## config.mk

```make
export PLATFORM = sky130hd
export DESIGN_NAME = dphy_rx_bringup
export DESIGN_NICKNAME = d
export VERILOG_FILES = /design/src/rtl/dphy_bringup_pkg.sv /design/src/rtl/dphy_wait_timer.sv /design/src/rtl/dphy_testport_engine.sv /design/src/rtl/dphy_lane_counter.sv /design/src/rtl/dphy_rx_bringup.sv
export SDC_FILE = /design/constraint.sdc
export NUM_CORES = 1
export LEC_CHECK = 0
export BUFFER_PORTS_ARGS = -buffer_cell sky130_fd_sc_hd__buf_2
export CAP_MARGIN = 10
export CORE_MARGIN = 4
export CORE_UTILIZATION = 35
export CTS_BUF_LIST = sky130_fd_sc_hd__clkbuf_4
export DETAILED_ROUTE_END_ITERATION = 7
export GPL_TIMING_DRIVEN = 0
export MAX_ROUTING_LAYER = met4
export PLACE_DENSITY = 0.66
export SYNTH_ARGS = -nofsm -noshare
export SYNTH_HDL_FRONTEND = slang
export SYNTH_SLANG_ARGS = --single-unit
```

## constraint.sdc

```tcl
create_clock -name clk -period 2 [get_ports clk]
set_clock_uncertainty 0.2 [all_clocks]
set_input_delay 0.2 -clock clk [delete_from_list [all_inputs] [get_ports clk]]
set_output_delay 0.2 -clock clk [all_outputs]
set_load 0.03 [all_outputs]
```

## src/rtl/dphy_bringup_pkg.sv

```systemverilog
package dphy_bringup_pkg;

    localparam logic [7:0] TC_CLK_LANE     = 8'h34;
    localparam logic [7:0] TC_CLK_LANE_VAL = 8'h15;
    localparam logic [7:0] TC_HSFREQ       = 8'h44;
    localparam logic [7:0] TC_NORMAL       = 8'h00;

    typedef enum logic [3:0] {
        SQ_IDLE,
        SQ_SHUT_LO,
        SQ_CLR_HI,
        SQ_LANE_CFG,
        SQ_CLR_WAIT,
        SQ_POST_WAIT,
        SQ_WR_CLK,
        SQ_WR_FREQ,
        SQ_WR_END,
        SQ_EN_WAIT,
        SQ_SHUT_WAIT,
        SQ_READY,
        SQ_SB_RST
    } seq_state_e;

    typedef enum logic [2:0] {
        TP_IDLE,
        TP_ADDR,
        TP_ADDR_FALL,
        TP_DATA,
        TP_DATA_RISE,
        TP_PARK,
        TP_DONE
    } tp_state_e;

    typedef struct packed {
        logic [7:0] code;
        logic [7:0] data;
        logic       addr_only;
    } tp_req_t;

    typedef struct packed {
        logic       clk;
        logic       en;
        logic [7:0] din;
    } tp_pins_t;

    function automatic tp_state_e tp_next(input tp_state_e cur, input logic addr_only);
        unique case (cur)
            TP_ADDR:      return TP_ADDR_FALL;
            TP_ADDR_FALL: return addr_only ? TP_PARK : TP_DATA;
            TP_DATA:      return TP_DATA_RISE;
            default:      return TP_DONE;
        endcase
    endfunction

endpackage

```

## src/rtl/dphy_wait_timer.sv

```systemverilog
module dphy_wait_timer #(
    parameter int W = 4
) (
    input  logic         clk,
    input  logic         rst,
    input  logic         load_i,
    input  logic [W-1:0] value_i,
    output logic         expired_o
);
    logic [W-1:0] cnt_q;

    always_ff @(posedge clk) begin
        if (rst)              cnt_q <= '0;
        else if (load_i)      cnt_q <= value_i;
        else if (cnt_q != '0) cnt_q <= cnt_q - 1'b1;
    end

    assign expired_o = (cnt_q == '0);

    // a wait must never be loaded with zero length
    assert_wait_nonzero_R4: assert property (@(posedge clk) disable iff (rst)
        load_i |-> (value_i != '0));

    // the timer only leaves its expired state through a load
    assert_wait_started_by_load_R4: assert property (@(posedge clk) disable iff (rst)
        $fell(expired_o) |-> $past(load_i));
endmodule

```

## src/rtl/dphy_testport_engine.sv

```systemverilog
module dphy_testport_engine
    import dphy_bringup_pkg::*;
#(
    parameter int PHASE_CYC = 2
) (
    input  logic       clk,
    input  logic       rst,
    input  logic       req_i,
    input  tp_req_t    req_data_i,
    output logic       done_o,
    output logic       testclk_o,
    output logic       testen_o,
    output logic [7:0] testdin_o
);
    localparam int PH_W = $clog2(PHASE_CYC + 1);
    localparam logic [PH_W-1:0] PH_LAST = PH_W'(PHASE_CYC - 1);

    tp_state_e       st_q;
    logic [PH_W-1:0] ph_q;
    tp_req_t         cur_q;
    tp_pins_t        pins;

    always_ff @(posedge clk) begin
        if (rst) begin
            st_q  <= TP_IDLE;
            ph_q  <= '0;
            cur_q <= '0;
        end else begin
            unique case (st_q)
                TP_IDLE: begin
                    if (req_i) begin
                        cur_q <= req_data_i;
                        ph_q  <= PH_LAST;
                        st_q  <= TP_ADDR;
                    end
                end
                TP_DONE: st_q <= TP_IDLE;
                default: begin
                    if (ph_q != '0) begin
                        ph_q <= ph_q - 1'b1;
                    end else begin
                        ph_q <= PH_LAST;
                        st_q <= tp_next(st_q, cur_q.addr_only);
                    end
                end
            endcase
        end
    end

    always_comb begin
        pins = '{clk: 1'b1, en: 1'b0, din: 8'h00};
        unique case (st_q)
            TP_ADDR:      pins = '{clk: 1'b1, en: 1'b1, din: cur_q.code};
            TP_ADDR_FALL: pins = '{clk: 1'b0, en: 1'b1, din: cur_q.code};
            TP_DATA:      pins = '{clk: 1'b0, en: 1'b0, din: cur_q.data};
            TP_DATA_RISE: pins = '{clk: 1'b1, en: 1'b0, din: cur_q.data};
            TP_PARK:      pins = '{clk: 1'b1, en: 1'b1, din: cur_q.code};
            default:      pins = '{clk: 1'b1, en: 1'b0, din: 8'h00};
        endcase
    end

    assign testclk_o = pins.clk;
    assign testen_o  = pins.en;
    assign testdin_o = pins.din;
    assign done_o    = (st_q == TP_DONE);

    // the sequencer only requests an access while the engine is free
    assert_req_only_when_idle_R5: assert property (@(posedge clk) disable iff (rst)
        req_i |-> (st_q == TP_IDLE));

    // every falling test-clock edge carries a code with enable steady high
    assert_code_on_fall_R5: assert property (@(posedge clk) disable iff (rst)
        $fell(testclk_o) |-> (testen_o && $past(testen_o)));

    // completion is a single-cycle pulse
    assert_done_single_R5: assert property (@(posedge clk) disable iff (rst)
        done_o |=> !done_o);
endmodule

```

## src/rtl/dphy_lane_counter.sv

```systemverilog
module dphy_lane_counter #(
    parameter int NUM_LANES = 4,
    parameter int IDX_W     = 2
) (
    input  logic [NUM_LANES-1:0] mask_i,
    output logic [IDX_W-1:0]     top_idx_o
);
    always_comb begin
        top_idx_o = '0;
        for (int i = 0; i < NUM_LANES; i++) begin
            if (mask_i[i]) top_idx_o = IDX_W'(i);
        end
    end
endmodule

```

## src/rtl/dphy_rx_bringup.sv

```systemverilog
module dphy_rx_bringup
    import dphy_bringup_pkg::*;
#(
    parameter int NUM_LANES    = 4,
    parameter int FREQ_W       = 7,
    parameter int WAIT_CLR_CYC = 4,
    parameter int WAIT_EN_CYC  = 2,
    parameter int PHASE_CYC    = 2,
    localparam int LANE_IDX_W  = (NUM_LANES > 1) ? $clog2(NUM_LANES) : 1
) (
    input  logic                  clk,
    input  logic                  rst,
    input  logic                  start_i,
    input  logic                  standby_i,
    input  logic [NUM_LANES-1:0]  lane_mask_i,
    input  logic [FREQ_W-1:0]     hsfreq_i,
    output logic                  phy_rstz_o,
    output logic                  phy_shutdownz_o,
    output logic                  phy_testclr_o,
    output logic                  phy_testclk_o,
    output logic                  phy_testen_o,
    output logic [7:0]            phy_testdin_o,
    output logic                  phy_enableclk_o,
    output logic [NUM_LANES-1:0]  phy_turndisable_o,
    output logic [NUM_LANES-1:0]  phy_turnrequest_o,
    output logic [NUM_LANES-1:0]  phy_forcerx_o,
    output logic [LANE_IDX_W-1:0] active_lanes_o,
    output logic                  ready_o,
    output logic                  busy_o
);
    localparam int TMR_MAX = (WAIT_CLR_CYC > WAIT_EN_CYC) ? WAIT_CLR_CYC : WAIT_EN_CYC;
    localparam int TMR_W   = $clog2(TMR_MAX + 1);
    localparam logic [NUM_LANES-1:0] ALL_LANES = '1;

    seq_state_e            st_q;
    logic                  rstz_q, sd_q, clr_q, enclk_q, ready_q, busy_q;
    logic [NUM_LANES-1:0]  tdis_q, treq_q, frx_q;
    logic [LANE_IDX_W-1:0] lanes_q, lane_idx;
    logic [FREQ_W-1:0]     freq_q;
    logic                  req_v_q;
    tp_req_t               req_q;
    logic                  tp_done;
    logic                  tmr_load, tmr_exp;
    logic [TMR_W-1:0]      tmr_val;

    dphy_lane_counter #(.NUM_LANES(NUM_LANES), .IDX_W(LANE_IDX_W)) u_lanes (
        .mask_i    (lane_mask_i),
        .top_idx_o (lane_idx)
    );

    dphy_wait_timer #(.W(TMR_W)) u_timer (
        .clk       (clk),
        .rst       (rst),
        .load_i    (tmr_load),
        .value_i   (tmr_val),
        .expired_o (tmr_exp)
    );

    dphy_testport_engine #(.PHASE_CYC(PHASE_CYC)) u_tport (
        .clk        (clk),
        .rst        (rst),
        .req_i      (req_v_q),
        .req_data_i (req_q),
        .done_o     (tp_done),
        .testclk_o  (phy_testclk_o),
        .testen_o   (phy_testen_o),
        .testdin_o  (phy_testdin_o)
    );

    always_comb begin
        tmr_load = 1'b0;
        tmr_val  = TMR_W'(WAIT_CLR_CYC);
        unique case (st_q)
            SQ_LANE_CFG: tmr_load = 1'b1;
            SQ_CLR_WAIT: tmr_load = tmr_exp;
            SQ_WR_END: begin
                tmr_load = tp_done;
                tmr_val  = TMR_W'(WAIT_EN_CYC);
            end
            SQ_EN_WAIT: begin
                tmr_load = tmr_exp;
                tmr_val  = TMR_W'(WAIT_EN_CYC);
            end
            default: ;
        endcase
    end

    always_ff @(posedge clk) begin
        if (rst) begin
            st_q    <= SQ_IDLE;
            rstz_q  <= 1'b0;
            sd_q    <= 1'b0;
            clr_q   <= 1'b0;
            enclk_q <= 1'b0;
            ready_q <= 1'b0;
            busy_q  <= 1'b0;
            tdis_q  <= '0;
            treq_q  <= '0;
            frx_q   <= '0;
            lanes_q <= '0;
            freq_q  <= '0;
            req_v_q <= 1'b0;
            req_q   <= '0;
        end else begin
            req_v_q <= 1'b0;
            unique case (st_q)
                SQ_IDLE, SQ_READY: begin
                    if (st_q == SQ_READY && standby_i) begin
                        sd_q    <= 1'b0;
                        ready_q <= 1'b0;
                        busy_q  <= 1'b1;
                        st_q    <= SQ_SB_RST;
                    end else if (start_i) begin
                        rstz_q  <= 1'b0;
                        ready_q <= 1'b0;
                        busy_q  <= 1'b1;
                        lanes_q <= lane_idx;
                        freq_q  <= hsfreq_i;
                        st_q    <= SQ_SHUT_LO;
                    end
                end
                SQ_SHUT_LO: begin
                    sd_q    <= 1'b0;
                    enclk_q <= 1'b0;
                    st_q    <= SQ_CLR_HI;
                end
                SQ_CLR_HI: begin
                    clr_q <= 1'b1;
                    st_q  <= SQ_LANE_CFG;
                end
                SQ_LANE_CFG: begin
                    treq_q <= '0;
                    tdis_q <= ALL_LANES;
                    frx_q  <= ALL_LANES;
                    st_q   <= SQ_CLR_WAIT;
                end
                SQ_CLR_WAIT: begin
                    if (tmr_exp) begin
                        clr_q <= 1'b0;
                        st_q  <= SQ_POST_WAIT;
                    end
                end
                SQ_POST_WAIT: begin
                    if (tmr_exp) begin
                        req_v_q <= 1'b1;
                        req_q   <= '{code: TC_CLK_LANE, data: TC_CLK_LANE_VAL, addr_only: 1'b0};
                        st_q    <= SQ_WR_CLK;
                    end
                end
                SQ_WR_CLK: begin
                    if (tp_done) begin
                        req_v_q <= 1'b1;
                        req_q   <= '{code: TC_HSFREQ, data: 8'(freq_q), addr_only: 1'b0};
                        st_q    <= SQ_WR_FREQ;
                    end
                end
                SQ_WR_FREQ: begin
                    if (tp_done) begin
                        req_v_q <= 1'b1;
                        req_q   <= '{code: TC_NORMAL, data: 8'h00, addr_only: 1'b1};
                        st_q    <= SQ_WR_END;
                    end
                end
                SQ_WR_END: begin
                    if (tp_done) begin
                        enclk_q <= 1'b1;
                        st_q    <= SQ_EN_WAIT;
                    end
                end
                SQ_EN_WAIT: begin
                    if (tmr_exp) begin
                        sd_q <= 1'b1;
                        st_q <= SQ_SHUT_WAIT;
                    end
                end
                SQ_SHUT_WAIT: begin
                    if (tmr_exp) begin
                        rstz_q  <= 1'b1;
                        ready_q <= 1'b1;
                        busy_q  <= 1'b0;
                        st_q    <= SQ_READY;
                    end
                end
                SQ_SB_RST: begin
                    rstz_q  <= 1'b0;
                    enclk_q <= 1'b0;
                    busy_q  <= 1'b0;
                    st_q    <= SQ_IDLE;
                end
                default: st_q <= SQ_IDLE;
            endcase
        end
    end

    assign phy_rstz_o        = rstz_q;
    assign phy_shutdownz_o   = sd_q;
    assign phy_testclr_o     = clr_q;
    assign phy_enableclk_o   = enclk_q;
    assign phy_turndisable_o = tdis_q;
    assign phy_turnrequest_o = treq_q;
    assign phy_forcerx_o     = frx_q;
    assign active_lanes_o    = lanes_q;
    assign ready_o           = ready_q;
    assign busy_o            = busy_q;

    // test clear is raised only with the PHY held in reset and shutdown
    assert_clr_in_reset_R2: assert property (@(posedge clk) disable iff (rst)
        $rose(clr_q) |-> (!rstz_q && !sd_q));

    // lane configuration is in place when test clear is released
    assert_lane_cfg_at_release_R3: assert property (@(posedge clk) disable iff (rst)
        $fell(clr_q) |-> (tdis_q == ALL_LANES && frx_q == ALL_LANES && treq_q == '0));

    // no test access while test clear is held
    assert_no_access_in_clear_R5: assert property (@(posedge clk) disable iff (rst)
        req_v_q |-> !clr_q);

    // shutdown is lifted only with the clock lane enabled
    assert_shutdown_after_enclk_R8: assert property (@(posedge clk) disable iff (rst)
        $rose(sd_q) |-> enclk_q);

    // reset is lifted only after shutdown was already lifted
    assert_rstz_after_shutdown_R8: assert property (@(posedge clk) disable iff (rst)
        $rose(rstz_q) |-> (sd_q && $past(sd_q)));

    // ready implies the PHY is fully released
    assert_ready_released_R9: assert property (@(posedge clk) disable iff (rst)
        ready_q |-> (rstz_q && sd_q));

    // captured lane count cannot move while a sequence runs
    assert_lanes_hold_R10: assert property (@(posedge clk) disable iff (rst)
        (busy_q && $past(busy_q)) |-> $stable(lanes_q));

    // a shutdown drop from the running state is followed by a reset drop
    assert_standby_order_R11: assert property (@(posedge clk) disable iff (rst)
        ($fell(sd_q) && rstz_q) |=> $fell(rstz_q));
endmodule

```

# ---- After elaboration in Yosys (flattened, before gate mapping)
# Index checks and enable logic that the tools add are counted.
dict set report word_totals {
  output_inout_bits 30
  in_bits 15
  register_bits 63
}
dict set report op_classes {
  bitwise 2
  muxes 48
  eq_ne 31
  n_addsub 2
  n_reduce_logical 31
}
# cell n
set ops {}
lappend ops {{17-bit 2-to-1 mux} 3}
lappend ops {{17-bit case mux with 3 select lines} 1}
lappend ops {{4-bit case mux with 11 select lines} 1}
lappend ops {{10-bit case mux with 4 select lines} 1}
lappend ops {{4-bit 2-to-1 mux} 9}
lappend ops {{2-bit inequality test, second input constant} 11}
lappend ops {{4-bit equality test, second input constant} 5}
lappend ops {{3-bit 2-to-1 mux} 6}
lappend ops {{4-bit by 3-bit equality test with 1-bit output, second input constant} 4}
lappend ops {{1-bit 2-to-1 mux} 12}
lappend ops {{1-bit case mux with 3 select lines} 4}
lappend ops {{3-bit AND reduction} 4}
lappend ops {{3-bit nonzero test} 4}
lappend ops {{2-bit OR reduction} 6}
lappend ops {{2-bit AND reduction} 5}
lappend ops {{2-bit nonzero test} 5}
lappend ops {{3-bit equality test, second input constant} 3}
lappend ops {{3-bit case mux with 3 select lines} 1}
lappend ops {{4-bit by 2-bit equality test with 1-bit output, second input constant} 2}
lappend ops {{2-bit 2-to-1 mux} 4}
lappend ops {{1-bit case mux with 2 select lines} 4}
lappend ops {{4-bit AND reduction} 2}
lappend ops {{8-bit AND reduction} 1}
lappend ops {{3-bit by 2-bit equality test with 1-bit output, second input constant} 2}
lappend ops {{11 further kinds} 14}

# ---- Depth between registers and ports, before layout
# Gate-level depths: netlist of run 1.
dict set report depth {
  word_depth 4
  mapped_depth 8
  mapped_depth_nobuf 7
}

# ---- Modules after synthesis
# A second synthesis of run 1 with hierarchy kept.
dict set report hier_totals {
  cells_unflattened 352
  hier_area_um2 2932.8
}
# module seq_area_each_um2 instances cells_each area_per_inst_um2
set modules_own_cells {}
lappend modules_own_cells {dphy_rx_bringup 640.6 1 182 1542.7}
lappend modules_own_cells {dphy_testport_engine 440.4 1 145 1166.1}
lappend modules_own_cells {dphy_wait_timer 60.1 1 22 206.4}
lappend modules_own_cells {dphy_lane_counter 0.0 1 3 17.5}

# ---- Worst setup path after synthesis of run 1
# No wires, ideal clock.
dict set report synth_path {
  kind {reg-to-output}
  start {register u_tport.st_q[1]}
  end {output port phy_testen_o}
  stages_incl_launch_ff 5
  arrival_ns 1.612
  path_slack_ns -0.012
  path_buffers 1
  cell_sequence {dfxtp_1 nor2b_1 clkbuf_1 inv_1 mux2i_1}
}
dict set report synth_between {
  elab_chain_len 3
  elab_cells_between_ends 7
  classes_between {5 x eq/ne; 1 x mux; 1 x reduce/logical}
}
# element line_no
set synth_rtl {}
lappend synth_rtl {{start, declared} dphy_testport_engine.sv:18} ;# tp_state_e st_q;
lappend synth_rtl {{start signal, assigned} dphy_testport_engine.sv:43} ;# st_q <= tp_next(st_q, cur_q.addr_only);
lappend synth_rtl {{3-bit by 1-bit equality test with 1-bit output / 3-bit equality test (equally long branches)} dphy_testport_engine.sv:52} ;# unique case (st_q)
lappend synth_rtl {{2-bit OR reduction (no line)} -}
lappend synth_rtl {{10-bit case mux with 4 select lines (*)} dphy_testport_engine.sv:52}
lappend synth_rtl {{end, declared} dphy_rx_bringup.sv:21} ;# output logic phy_testen_o,
# Mark *: on every way between the ends. The rest lies on a longest branch, timed or not.

# ---- Final worst setup path of run 1
dict set report layout_path {
  start {register st_q[2]}
  end {register st_q[2]}
}
dict set report layout_between {
  elab_chain_len 4
  elab_cells_between_ends 25
  classes_between {19 x eq/ne; 2 x mux; 4 x reduce/logical}
}
# element line_no
set layout_rtl {}
lappend layout_rtl {{start, declared} dphy_rx_bringup.sv:35} ;# seq_state_e st_q;
lappend layout_rtl {{start signal, assigned} dphy_rx_bringup.sv:90} ;# st_q <= SQ_IDLE;
lappend layout_rtl {{start signal, assigned} dphy_rx_bringup.sv:112} ;# st_q <= SQ_SB_RST;
lappend layout_rtl {{start signal, assigned} dphy_rx_bringup.sv:119} ;# st_q <= SQ_SHUT_LO;
lappend layout_rtl {{4-bit equality test / 4-bit logical NOT (equally long branches)} {dphy_rx_bringup.sv:106, dphy_rx_bringup.sv:108}}
lappend layout_rtl {{2-bit OR reduction / 1-bit logical AND (equally long branches)} {dphy_rx_bringup.sv:106, dphy_rx_bringup.sv:108}}
lappend layout_rtl {{3-bit inequality test (no line) / 4-bit 2-to-1 mux (equally long branches)} -}
lappend layout_rtl {{8-bit AND reduction (no line) / 4-bit case mux with 11 select lines (equally long branches)} -}
# Several ways; a longest one is shown, not always the timed one.
# A chain may end at the register's enable or synchronous reset.

==> results, run 1 <==
- The tree is rooted in a sky130_fd_sc_hd__clkbuf_4.
- The data required time of the worst path is 2.11 ns.
- Summed over all layers, the global routing overflow is 0.
- At the later pin of the worst-skew pair, clock insertion delay measures ~0.37 ns.
- The full die area is slightly below 9000 µm².
- Setup violations remaining at the end of the flow were counted as 6.
- The proportion of synthesized flip-flops having asynchronous set or reset is 0%.
- Pin placement for this block handled 45 I/O pins.
- At the end of the flow the core is filled with cells to 48.9%.
- TritonCTS built the clock tree.
- The H-tree was split into 2 levels.
- The final period demand of the worst path is 2.03 ns.
- The number of DRC violations after detailed routing is 0.
- At the end of routability-driven placement, the weighted congestion stood at 0.913.
- The number of nets still failing antenna checks after routing is 0.
- In this run the tool buffered the top-level ports with 37 buffer cells.
- The flip-flop cell with the highest count after synthesis is sky130_fd_sc_hd__dfxtp_1.
- The kind of critical path is flop to flop.
- The final reports fail on negative setup slack.
- The final worst setup slack is -0.0270 ns.
- In the final routed layout, each cell accounts on average for between 10 and 15 µm.
- Once placement finished, the instance area stood at ~2900 µm².
- The final-report hold violation count came to 0.
- The post-route total power is about 3.2 mW.
- The worst slew margin relative to its limit is ~60%.
- The maximum number of buffers from clock root to sink is 2.
- Max-cap violations in this run came to 0.
- Global routing used between 10% and 20% of the available tracks.
- Ranked by total cell area, the synthesized netlist is headed by sky130_fd_sc_hd__dfxtp_1 (40%), sky130_fd_sc_hd__a21oi_1 (6.9%), sky130_fd_sc_hd__nand2_1 (6.5%).
- Entering global routing, the biggest net connects 16 pins.
- The fraction of power consumed by the clock network is ~16%.
- After layout, the worst path uses 101% of the clock period.
- The count of final max-slew check failures is 0.
- The sequential share of power is 39.5%.
- Combinational logic burns between 40% and 50% of the power.
- Setup repair after global routing could not meet its margin everywhere.
- The number of vias per cell is around 5.2.
- STA classifies the critical path startpoint as a flop.
- The mean area per synthesized cell is ~8 µm².
- After synthesis, the netlist uses 45 different library cells.
- The most frequent cell after synthesis is sky130_fd_sc_hd__dfxtp_1.
- The net count of the finished layout is approximately 410.
- The share of cells above drive strength 1 is 28.9%.
- The initial utilization of the core area, before any placement, comes to between 30% and 40%.
- In the final layout, flip-flops and latches occupy approximately 1000 µm².
- The maximum vdd ir drop is between 0.0005 and 0.0006 V.
- Summing all multi-input logic gate instances after layout gives about 1500 µm².
- The min-delay analysis places its worst path in the category input pin to flop.
- The number of antenna diodes in the final layout is 0.
- For this design the static power due to leakage is around 1.4 nW.
- For this design, the sink count on the clock tree is 51.
- The number of DRC markers in iteration 0 is 91.
- Counting the fill cells in the layout gives 679.
- The number of global-route vias before repair was 2311.
- The type of element capturing the critical path is a flop.
- The initial antenna violation count is 0.
- The area growth from synthesis to layout is 32.9%.
- The first global-routing pass estimated between 10000 and 15000 µm of wire.
- The number of synthesized flops with an enable pin is 0.
- Data on the critical path arrives at its endpoint at between 2 and 2.5 ns.
- By count the netlist is led by sky130_fd_sc_hd__dfxtp_1 (51), sky130_fd_sc_hd__nand2_1 (44), sky130_fd_sc_hd__nor2_1 (37).
- The register bit count reported by yosys is 51.
- The share of synthesized area in the top cell type comes to approximately 40%.
- The number of iterations in the first detailed-routing pass is 4.
- After synthesis the cells add up to approximately 2600 µm².
- The maximum operating frequency is 493 MHz.
- The number of buffers inserted during clock tree synthesis is 5.
- Synthesis produced a netlist whose cell count is roughly 320.
- The switching power is roughly 1.2 mW.
- The part of the Yosys area used for sequential elements is between 40% and 50%.
- The die is between 90 and 100 µm tall.
- The biggest area consumer among synthesized cells is sky130_fd_sc_hd__dfxtp_1.
- The die is about 93 µm wide.
- The measured slew at the worst slew-check pin is 0.604 ns.
- For this block, the via count after detailed routing is about 2600.
- The post-DP HPWL is 4620 µm.
- After routing the design area is approximately 3400 µm².
- The area of the placeable core is 6940 µm².
- The clock transition time at the flip-flop clock pins of the worst setup and hold paths is roughly 0.15 ns.
- Net switching is around two fifths of the power.
- For this block, the routed nets add up to about 6900 µm of wire.
- The design internal power is between 1.5 and 2 mW.
- The count of yosys warnings during synthesis is 0.
- The flow ran to the end, but the final reports show violations.
- The number of standard-cell rows in the floorplan is 30.
- In this run the power density over the cells is 931 nW/µm².
- Of all nets on the critical path, the largest fanout is 7.
[layout by cell type, fill, tap and decap left out, types with 7 or more instances in the layout]
master                          synthesis  layout
sky130_fd_sc_hd__buf_4                 15      32
sky130_fd_sc_hd__nand2_1               44      44
sky130_fd_sc_hd__dlygate4sd3_1          0      11
sky130_fd_sc_hd__o21ai_0                9       9
sky130_fd_sc_hd__buf_2                  2      29
sky130_fd_sc_hd__a21oi_1               35      32
sky130_fd_sc_hd__dfxtp_1               51      44
sky130_fd_sc_hd__clkbuf_4               0       7
sky130_fd_sc_hd__nor2_1                37      37
sky130_fd_sc_hd__mux2i_1                9       8
sky130_fd_sc_hd__clkbuf_1              17      11
sky130_fd_sc_hd__nor3_1                 8       7
sky130_fd_sc_hd__a211oi_1               9       8
sky130_fd_sc_hd__nor2b_1               10       8
sky130_fd_sc_hd__buf_6                  0       9
[critical path, stage by stage, from the launching register on]
cell and delay [ns]:
sky130_fd_sc_hd__dfxtp_2 0.36, sky130_fd_sc_hd__buf_6 0.12, sky130_fd_sc_hd__nor3b_1 0.13, sky130_fd_sc_hd__o31a_1 0.30, sky130_fd_sc_hd__a211o_4 0.31, sky130_fd_sc_hd__or4_4 0.43
sky130_fd_sc_hd__a21oi_2 0.12
[flip-flops by register name (all words and copies together), names as in the netlist, 2 cells and up]
signal / cells
active_lanes_o: 2
st_q: 4
req_q: 11
u_tport.cur_q: 11
u_tport.ph_q: 2
u_timer.cnt_q: 3
freq_q: 7
u_tport.st_q: 3
[final timing paths]
kind         cells past startpoint  slack [ns]                             to                  start
max                              6       -0.03           st_q[2]$_SDFFE_PP0P_   st_q[2]$_SDFFE_PP0P_
min                              4        0.06           ready_o$_SDFFE_PP0P_                start_i
max reg2reg                      6       -0.03           st_q[2]$_SDFFE_PP0P_   st_q[2]$_SDFFE_PP0P_
min reg2reg                      2        0.26  u_tport.cur_q[0]$_SDFFE_PP0P_  req_q[0]$_SDFFE_PP0P_
[layout make-up]
cell class	instances	area share (%)
buffer	34	7.04
tap	96	3.54
sequential	51	30.6
multi-input combinational	234	43.0
inverter	7	0.774
clock buffer	6	1.33
clock inverter	2	0.369
timing repair buffer	64	13.3
[cell families (layout without fill, tap and decap cells)]
kind of cell	Yosys count	in the layout	synth area share (%)
muxes	11	11	4.41
AOI/OAI and AO/OA	82	82	20.3
xor gates and xnor gates	2	2	0.686
and+or+nand+nor	132	132	24.9
adders and majority gates	2	2	0.980
buffers and inverters	43	113	8.63
other	1	5	0.147
DFF	51	51	40.0
[metrics by stage]
stage	hold slack, ns	setup WS [ns]	setup TNS, ns	std cells
3_3_place_gp	0.234	-0.169	-1.77	461
6_report	0.0595	-0.0270	-0.107	494
2_1_floorplan	0.147	0.0356	0	328
4_1_cts	0.0421	-0.0412	-0.175	488
5_1_grt	0.0734	-0.0718	-0.484	494
3_5_place_dp	0.244	-0.175	-2.34	461
[power by group through the flow]
| stage | Combinational (mW) | Sequential (mW) | Clock, mW |
|---|---|---|---|
| final | 1.42 | 1.25 | 0.491 |
| after global placement | 1.11 | 1.24 | 0 |
| after floorplan | 0.834 | 1.27 | 0 |
| after CTS | 1.30 | 1.24 | 0.493 |
| after detailed placement | 1.13 | 1.24 | 0 |
| after global routing | 1.54 | 1.26 | 0.537 |
[routing by layer]
layer / up-vias / GRT usage, % / part of all wire, %
met2: 75 / 26.3 / 48
met5: - / - / 0
li1: 1267 / - / -
met1: 1242 / 20.6 / 46
met3: 9 / 2.65 / 4.9
met4: 0 / 3.54 / 0.94
[timing repair]
action | CTS | global route
endpoints found under the hold margin | 9 | 0
hold buffers | 11 | 0
pin swaps | 8 | 7
setup endpoints to repair | 31 | 21
resized for setup | 50 | 25
buffers inserted | 10 | 6
(Power assumes the default switching activity.)
==> run 2, diff against run 1 <==
--- a/config.mk
+++ b/config.mk
@@ -6,5 +6,5 @@
 export NUM_CORES = 1
 export LEC_CHECK = 0
-export BUFFER_PORTS_ARGS = -buffer_cell sky130_fd_sc_hd__buf_2
+export BUFFER_PORTS_ARGS = -buffer_cell sky130_fd_sc_hd__clkbuf_2
 export CAP_MARGIN = 10
 export CORE_MARGIN = 4
==> constraint.sdc (replaced) <==
create_clock -name clk -period 2 [get_ports clk]
set_clock_uncertainty 0.2 [all_clocks]
set_input_delay 0.2 -clock clk [delete_from_list [all_inputs] [get_ports clk]]
set_output_delay 0.2 -clock clk [all_outputs]
set_load 0.01 [all_outputs]
==> results, run 2 (synthesis results as in run 1) <==
- The flow ran to the end, but the final reports show violations.
- The final reports fail on negative setup slack.
- The arrival time reported for the critical path endpoint is 2.18 ns (+0.04 ns).
- The largest driver fanout on the critical path is 5 (-2).
- The library cells used most frequently in the layout, excluding fill and tap cells, are sky130_fd_sc_hd__nand2_1 (44), sky130_fd_sc_hd__dfxtp_1 (44), sky130_fd_sc_hd__nor2_1 (37), sky130_fd_sc_hd__clkbuf_2 (34), sky130_fd_sc_hd__a21oi_1 (34).
- The worst setup slack after placement is -0.199 ns (-0.0242 ns).
- The slowest stage of the critical path is the sky130_fd_sc_hd__or4_1 cell.
- The buffer and inverter count on the worst path is 1 (unchanged).
- The final-report hold violation count is 0 (unchanged).
- The chip height was 93.4 µm (unchanged).
- The net count reported at finish is 416 (+0.48%).
- The clock latency of the later-clocked register in the worst-skew pair is 0.39 ns (+0.02 ns).
- Walking the worst path, the cells encountered are buf_6, nor3b_1, o31a_1, a211o_1, or4_1, a21oi_1.
- Setup repair after global routing could not meet its margin everywhere.
- The post-route fraction of the period consumed by the critical path was 102% (+1.1 points).
- The maximum number of buffers from clock root to sink is 2 (unchanged).
- The remaining global-route overflow is 0 (unchanged).
- The final worst setup slack came to -0.0492 ns (-0.0223 ns).
- The number of vias per cell is 5.11 (-2.6%).
- The count of final max-slew check failures is 0 (unchanged).
- The sequential share of power was 40.6% (+1.1 points).
- The number of iterations in the first detailed-routing pass is 4 (unchanged).
- The maximum cell stage delay along the critical path is 0.49 ns (+0.06 ns).
- The number of primary I/O pins is 45 (unchanged).
- The post-DP HPWL is 4580 µm (-0.84%).
- The total via count after detailed routing is 2536 (-2.2%).
- The type of element capturing the critical path is a flop.
- The final estimated routing congestion in global placement is 0.919 (+0.67%).
- STA classifies the critical path startpoint as a flop.
- The number of nets still failing antenna checks after routing is 0 (unchanged).
- The switching power is 1.16 mW (-6.3%).
- The global-route usage over all layers is 15.6% (-0.34 points).
- The reported max-cap violation count is 0 (unchanged).
- The routed length per instance came to 13.8 µm (-1.3%).
- The full die area was 8720 µm² (unchanged).
- The number of DRC markers in iteration 0 is 119 (+31%).
- The number of global-route vias before repair is 2261 (-2.2%).
- The initial antenna violation count was 0 (unchanged).
- The final wirelength came to 6840 µm (-0.91%).
- The number of buffers inserted during clock tree synthesis was 5 (unchanged).
- The final total negative setup slack is -0.0492 ns (+0.0576 ns).
- The final period demand of the worst path was 2.05 ns (+0.0223 ns).
- The number of diodes added for antenna fixing is 0 (unchanged).
- The number of standard-cell rows in the floorplan is 30 (unchanged).
- The power density over the cells is 909 nW/µm² (-2.4%).
- The standby leakage power is 1.38 nW (about the same).
- The worst slack on hold paths is 0.0278 ns (-0.0316 ns).
- In this design, the largest share of critical-path delay is due to compound AO/OA/AOI/OAI gates.
- The initial standard-cell utilization of the core was 36.8% (unchanged).
- The CTS root buffer is sky130_fd_sc_hd__clkbuf_4.
- The number of buffer cells added on primary ports is 37 (unchanged).
- The setup violation total in the final timing report is 1 (-5).
- TritonCTS built the clock tree.
- The horizontal die dimension was 93.4 µm (unchanged).
- The global-route wire length before repair was 10900 µm (-1.9%).
- The maximum operating frequency is 488 MHz (-1.1%).
- The share of cells above drive strength 1 is 28.7% (-0.14 points).
- The pin count of the biggest net entering global routing came to 19 (+3).
- The area of the placeable core was 6940 µm² (unchanged).
- The area growth from synthesis to final layout is 32.9% (unchanged).
- The worst min-delay path class is input pin to flop.
- By startpoint and endpoint, the worst setup path is classified as flop to flop.
- The number of H-tree branching levels was 2 (unchanged).
- The fraction of power consumed by the clock network is 16.8% (+1.3 points).
- The number of DRC violations after detailed routing came to 0 (unchanged).
- The net switching share of the total power is 37.5% (-1.6 points).
- The number of sinks on the clock net came to 51 (unchanged).
- The proportion of power drawn by combinational gates is 42.6% (-2.4 points).
- The maximum vdd ir drop is 0.000487 V (-6.1%).
- The data required time of the worst path was 2.13 ns (+0.02 ns).
- The worst slew margin relative to its limit is 60.8% (+1.1 points).
- The post-route total power is 3.08 mW (-2.4%).
- The measured slew at the worst slew-check pin came to 0.587 ns (-0.0168 ns).
- In the final layout, the registers with the most flip-flops are req_q (11), u_tport.cur_q (11), freq_q (7).
- The clock transition time at the flip-flop clock pins of the worst setup and hold paths was 0.17 ns (+0.02 ns).
- The design internal power is 1.93 mW (+0.15%).
run 2: cell count changes in the layout (fill, tap and decap cells not counted), sizes merged:
cell    delta
clkbuf    +28
buf       -27
inv        +1
run 2: stage by stage:
step / instances / cell area [µm²] / util (%)
after floorplan: 328 / 2570 / -
after global placement: 461 / 2870 / 41.4
after detailed placement: 461 / 2870 / 41.4
after CTS: 489 / 3230 / 46.5
after global routing: 496 / 3390 / 48.9
final: 496 / 3390 / 48.9
run 2: tightest hold or removal path: stages:
cell,delay (ns)
sky130_fd_sc_hd__clkbuf_1,0.21
sky130_fd_sc_hd__a21oi_1,0.06
sky130_fd_sc_hd__nand2_1,0.07
sky130_fd_sc_hd__o21ai_1,0.06
run 2: path summary, 6_finish.rpt:
path,slack [ns],cells after the start,to,start
worst max-delay path,-0.05,6,st_q[2]$_SDFFE_PP0P_,st_q[2]$_SDFFE_PP0P_
worst max register to register,-0.05,6,st_q[2]$_SDFFE_PP0P_,st_q[2]$_SDFFE_PP0P_
worst min register to register,0.27,2,phy_rstz_o$_SDFFE_PP0P_,phy_rstz_o$_SDFFE_PP0P_
worst min-delay path,0.03,4,st_q[0]$_SDFFE_PP0P_,rst
run 2: area by class of cell:
class / instances / area, µm²
Fill cell: 671 / 3550
Multi-Input combinational cell: 234 / 1440
Sequential cell: 51 / 1040
Timing Repair Buffer: 68 / 472
Buffer: 32 / 228
Tap cell: 96 / 120
Clock buffer: 5 / 37.5
Clock inverter: 3 / 28.8
Inverter: 7 / 26.3
run 2: power by group through the flow:
| stage | registers, mW | logic (mW) | clock network (mW) |
|---|---|---|---|
| 2_1_floorplan | 1.23 | 0.762 | 0 |
| 3_3_place_gp | 1.24 | 0.998 | 0 |
| 3_5_place_dp | 1.24 | 1.01 | 0 |
| 4_1_cts | 1.25 | 1.19 | 0.528 |
| 5_1_grt | 1.27 | 1.44 | 0.571 |
| 6_report | 1.25 | 1.32 | 0.517 |
run 2: repair_timing:
item,4_1_cts,5_1_grt
endpoints found under the hold margin,9,0
hold buffers,11,0
setup endpoints to repair,30,29
resized for setup,37,32
pin swaps,7,13
buffers inserted,11,9
run 2: metal layers:
| metal | share of wire, % | vias up | track usage, % |
|---|---|---|---|
| li1 | - | 1265 | - |
| met1 | 47 | 1178 | 20.6 |
| met2 | 47 | 80 | 24.9 |
| met3 | 5.0 | 13 | 2.65 |
| met4 | 1.5 | 0 | 4.03 |
| met5 | 0 | - | - |
==> run 3, diff against run 2 <==
BUFFER_PORTS_ARGS = -buffer_cell sky130_fd_sc_hd__buf_4   (was -buffer_cell sky130_fd_sc_hd__clkbuf_2)
TNS_END_PERCENT = 30   (was default)
==> results, run 3 (synthesis results as in run 1) <==
- The critical path goes through buf_6, nor4bb_1, o31a_1, a211o_1, or4_1, a21oi_1.
- The net count reported at finish came to 404 (-2.9%).
- The multi-input logic area is 1440 µm² (about the same).
- The routed length per instance is 13.6 µm (-1.7%).
- TritonCTS built the clock tree.
- The final reports fail on negative setup slack.
- The number of H-tree branching levels was 2 (unchanged).
- The global-route wire length before repair is 11200 µm (+3.6%).
- The final estimated routing congestion in global placement is 0.934 (+1.7%).
- The final-report hold violation count is 0 (unchanged).
- The number of diodes added for antenna fixing was 0 (unchanged).
- The clock latency of the later-clocked register in the worst-skew pair came to 0.37 ns (-0.02 ns).
- The standby leakage power is 1.33 nW (-3.3%).
- The number of cells on the worst hold path came to 4 (unchanged).
- The maximum cell stage delay along the critical path is 0.43 ns (-0.06 ns).
- The maximum number of buffers from clock root to sink is 2 (unchanged).
- The number of standard-cell rows in the floorplan is 30 (unchanged).
- The endpoint of the worst hold-timing path is st_q[0]$_SDFFE_PP0P_.
- The post-DP HPWL came to 4620 µm (+0.87%).
- The chip height was 93.4 µm (unchanged).
- The design internal power is 2.03 mW (+5.6%).
- The number of global-route vias before repair is 2383 (+5.4%).
- The worst register-to-register path ends at st_q[3]$_SDFFE_PP0P_.
- The final wirelength is 6560 µm (-4.1%).
- The final worst setup slack is -0.0371 ns (+0.0121 ns).
- The maximum vdd ir drop is 0.000399 V (-18%).
- The number of sinks on the clock net was 51 (unchanged).
- The fraction of power consumed by the clock network is 19.3% (+2.5 points).
- The largest driver fanout on the critical path is 10 (+5).
- The full die area came to 8720 µm² (unchanged).
- The slack of the worst reg-to-reg path was -0.04 ns (about the same).
- The data required time of the worst path is 2.09 ns (-0.04 ns).
- The type of element capturing the critical path is a flop.
- The depth of the worst register-to-register path is 6 (unchanged).
- The sequential share of power was 39.9% (-0.7 points).
- The core occupancy in the finished layout came to 48.8% (-0.11 points).
- The area growth from synthesis to final layout is 32.6%.
- The arrival time reported for the critical path endpoint is 2.13 ns (-0.05 ns).
- The most frequent standard cell in the layout excluding fill and tap cells is sky130_fd_sc_hd__buf_4.
- The area of the placeable core is 6940 µm² (unchanged).
- The number of DRC markers in iteration 0 is 92 (-23%).
- The switching power came to 1.11 mW (-4.2%).
- The flow ran to the end, but the final reports show violations.
- The register cell area after layout is 1040 µm² (unchanged).
- In the layout the commonest cells are sky130_fd_sc_hd__buf_4 (55), sky130_fd_sc_hd__nand2_1 (44), sky130_fd_sc_hd__dfxtp_1 (44), sky130_fd_sc_hd__nor2_1 (36), sky130_fd_sc_hd__a21oi_1 (33).
- The total via count after detailed routing was 2487 (-1.9%).
- The worst setup path is of the flop to flop kind.
- The number of buffer cells added on primary ports is 37 (unchanged).
- The proportion of power drawn by combinational gates is 40.8% (-1.8 points).
- The setup violation total in the final timing report is 2 (+1).
- The largest registers in the layout are req_q (11), u_tport.cur_q (11), freq_q (7).
- The post-route fraction of the period consumed by the critical path was 102% (-0.61 points).
- The maximum operating frequency is 491 MHz (+0.60%).
- The global-route usage over all layers is 16.1% (+0.47 points).
- The final period demand of the worst path is 2.04 ns (-0.0121 ns).
- The number of primary I/O pins came to 45 (unchanged).
- The worst slew margin relative to its limit came to 61.8% (+0.97 points).
- The final instance area is 3390 µm² (-0.22%).
- The count of final max-slew check failures is 0 (unchanged).
- The number of DRC violations after detailed routing was 0 (unchanged).
- The share of cells above drive strength 1 was 26.0% (-2.7 points).
- The net switching share of the total power was 35.3% (-2.3 points).
- The final total negative setup slack was -0.0485 ns (+0.000762 ns).
- The placed standard-cell area is 2970 µm² (+3.2%).
- The horizontal die dimension is 93.4 µm (unchanged).
- The critical path's slowest cell is sky130_fd_sc_hd__or4_1.
- The tree is rooted in a sky130_fd_sc_hd__clkbuf_4.
- The cell count after placement is 461 (unchanged).
- The initial antenna violation count is 0 (unchanged).
- Setup repair after global routing could not meet its margin everywhere.
- The number of vias per cell is 5.14 (+0.50%).
- The worst min-delay path class is input pin to flop.
- The remaining global-route overflow is 0 (unchanged).
- The reported max-cap violation count is 0 (unchanged).
- The number of nets still failing antenna checks after routing is 0 (unchanged).
- The pin count of the biggest net entering global routing is 17 (-2).
- The measured slew at the worst slew-check pin is 0.573 ns (-0.0146 ns).
- The clock transition time at the flip-flop clock pins of the worst setup and hold paths is 0.15 ns (-0.02 ns).
- The number of buffers inserted during clock tree synthesis is 5 (unchanged).
- The layout filler cell count came to 684 (+1.9%).
- The startpoint of the lowest-slack register-to-register path is st_q[0]$_SDFFE_PP0P_.
- The worst setup path is launched from a flop.
- The final instance count without filler cells is 484 (-2.4%).
- The power density over the cells is 928 nW/µm² (+2.1%).
- The launch instance of the worst min-delay path is standby_i.
- The initial standard-cell utilization of the core is 36.8% (unchanged).
- The number of iterations in the first detailed-routing pass was 4 (unchanged).
==> run 3: changes by cell type in the layout (fill, tap and decap cells not counted), sizes merged <==
cell / before / now
clkbuf: 50 / 20
buf: 44 / 62
bufinv: 0 / 1
clkinv: 2 / 1
==> run 3: metrics by stage <==
| stage | power, mW | worst slack (ns) | hold WS, ns |
|---|---|---|---|
| after CTS | 3.06 | -0.0640 | 0.00303 |
| after floorplan | 1.99 | 0.0356 | 0.147 |
| after global routing | 3.36 | -0.0769 | 0.0168 |
| after detailed placement | 2.30 | -0.176 | 0.242 |
| final | 3.14 | -0.0371 | 0.00800 |
| after global placement | 2.28 | -0.166 | 0.234 |
==> run 3: layer usage <==
metal | GRT usage (%) | wire, µm | up-vias
met5 | - | 0 | -
met4 | 4.03 | 65 | 0
met3 | 3.06 | 366 | 8
met2 | 25.6 | 3160 | 72
met1 | 21.1 | 2970 | 1168
li1 | - | - | 1239
==> run 3: layout make-up <==
class / instances / area share [%]
Inverter: 7 / 0.776
Buffer: 34 / 6.76
Timing Repair Buffer: 54 / 13.2
Clock buffer: 5 / 1.11
Multi-Input combinational cell: 234 / 42.6
Sequential cell: 51 / 30.7
Clock inverter: 3 / 1.26
Tap cell: 96 / 3.55
==> run 3: worst max-delay path by stage <==
stage                                      start  depth (start not counted)                    end  slack [ns]
detailed placement          st_q[1]$_SDFFE_PP0P_                          6  req_q[4]$_SDFFE_PP0P_       -0.18
global route                st_q[1]$_SDFFE_PP0P_                          6   st_q[1]$_SDFFE_PP0P_       -0.08
global placement    u_tport.st_q[1]$_SDFFE_PP0P_                          6  req_q[4]$_SDFFE_PP0P_       -0.17
finish                      st_q[0]$_SDFFE_PP0P_                          6   st_q[3]$_SDFFE_PP0P_       -0.04
floorplan                   st_q[1]$_SDFFE_PP0P_                          6   st_q[2]$_SDFFE_PP0P_        0.04
CTS                         st_q[0]$_SDFFE_PP0P_                          6   st_q[3]$_SDFFE_PP0P_       -0.06
==> run 3: power by group through the flow <==
stage	clock network (mW)	logic (mW)	registers [mW]
final	0.606	1.28	1.25
after global routing	0.668	1.42	1.27
after CTS	0.619	1.21	1.22
after detailed placement	0	1.06	1.24
after global placement	0	1.04	1.24
after floorplan	0	0.762	1.23
==> run 3: worst max-delay path, delay by kind of cell, from the launching register on <==
| family | cells | cell delay (ns) |
|---|---|---|
| AND/OR/NAND/NOR | 2 | 0.57 |
| flip-flops | 1 | 0.36 |
| AO/OA/AOI/OAI | 3 | 0.71 |
| buffers and inverters | 1 | 0.13 |
==> run 3: timing repair <==
action,CTS,global route
endpoints found under the hold margin,9,0
pin swaps,8,6
cloned,0,0
resized for setup,35,29
buffers inserted,5,1
endpoints found under the setup margin,30,25
hold buffers,11,0
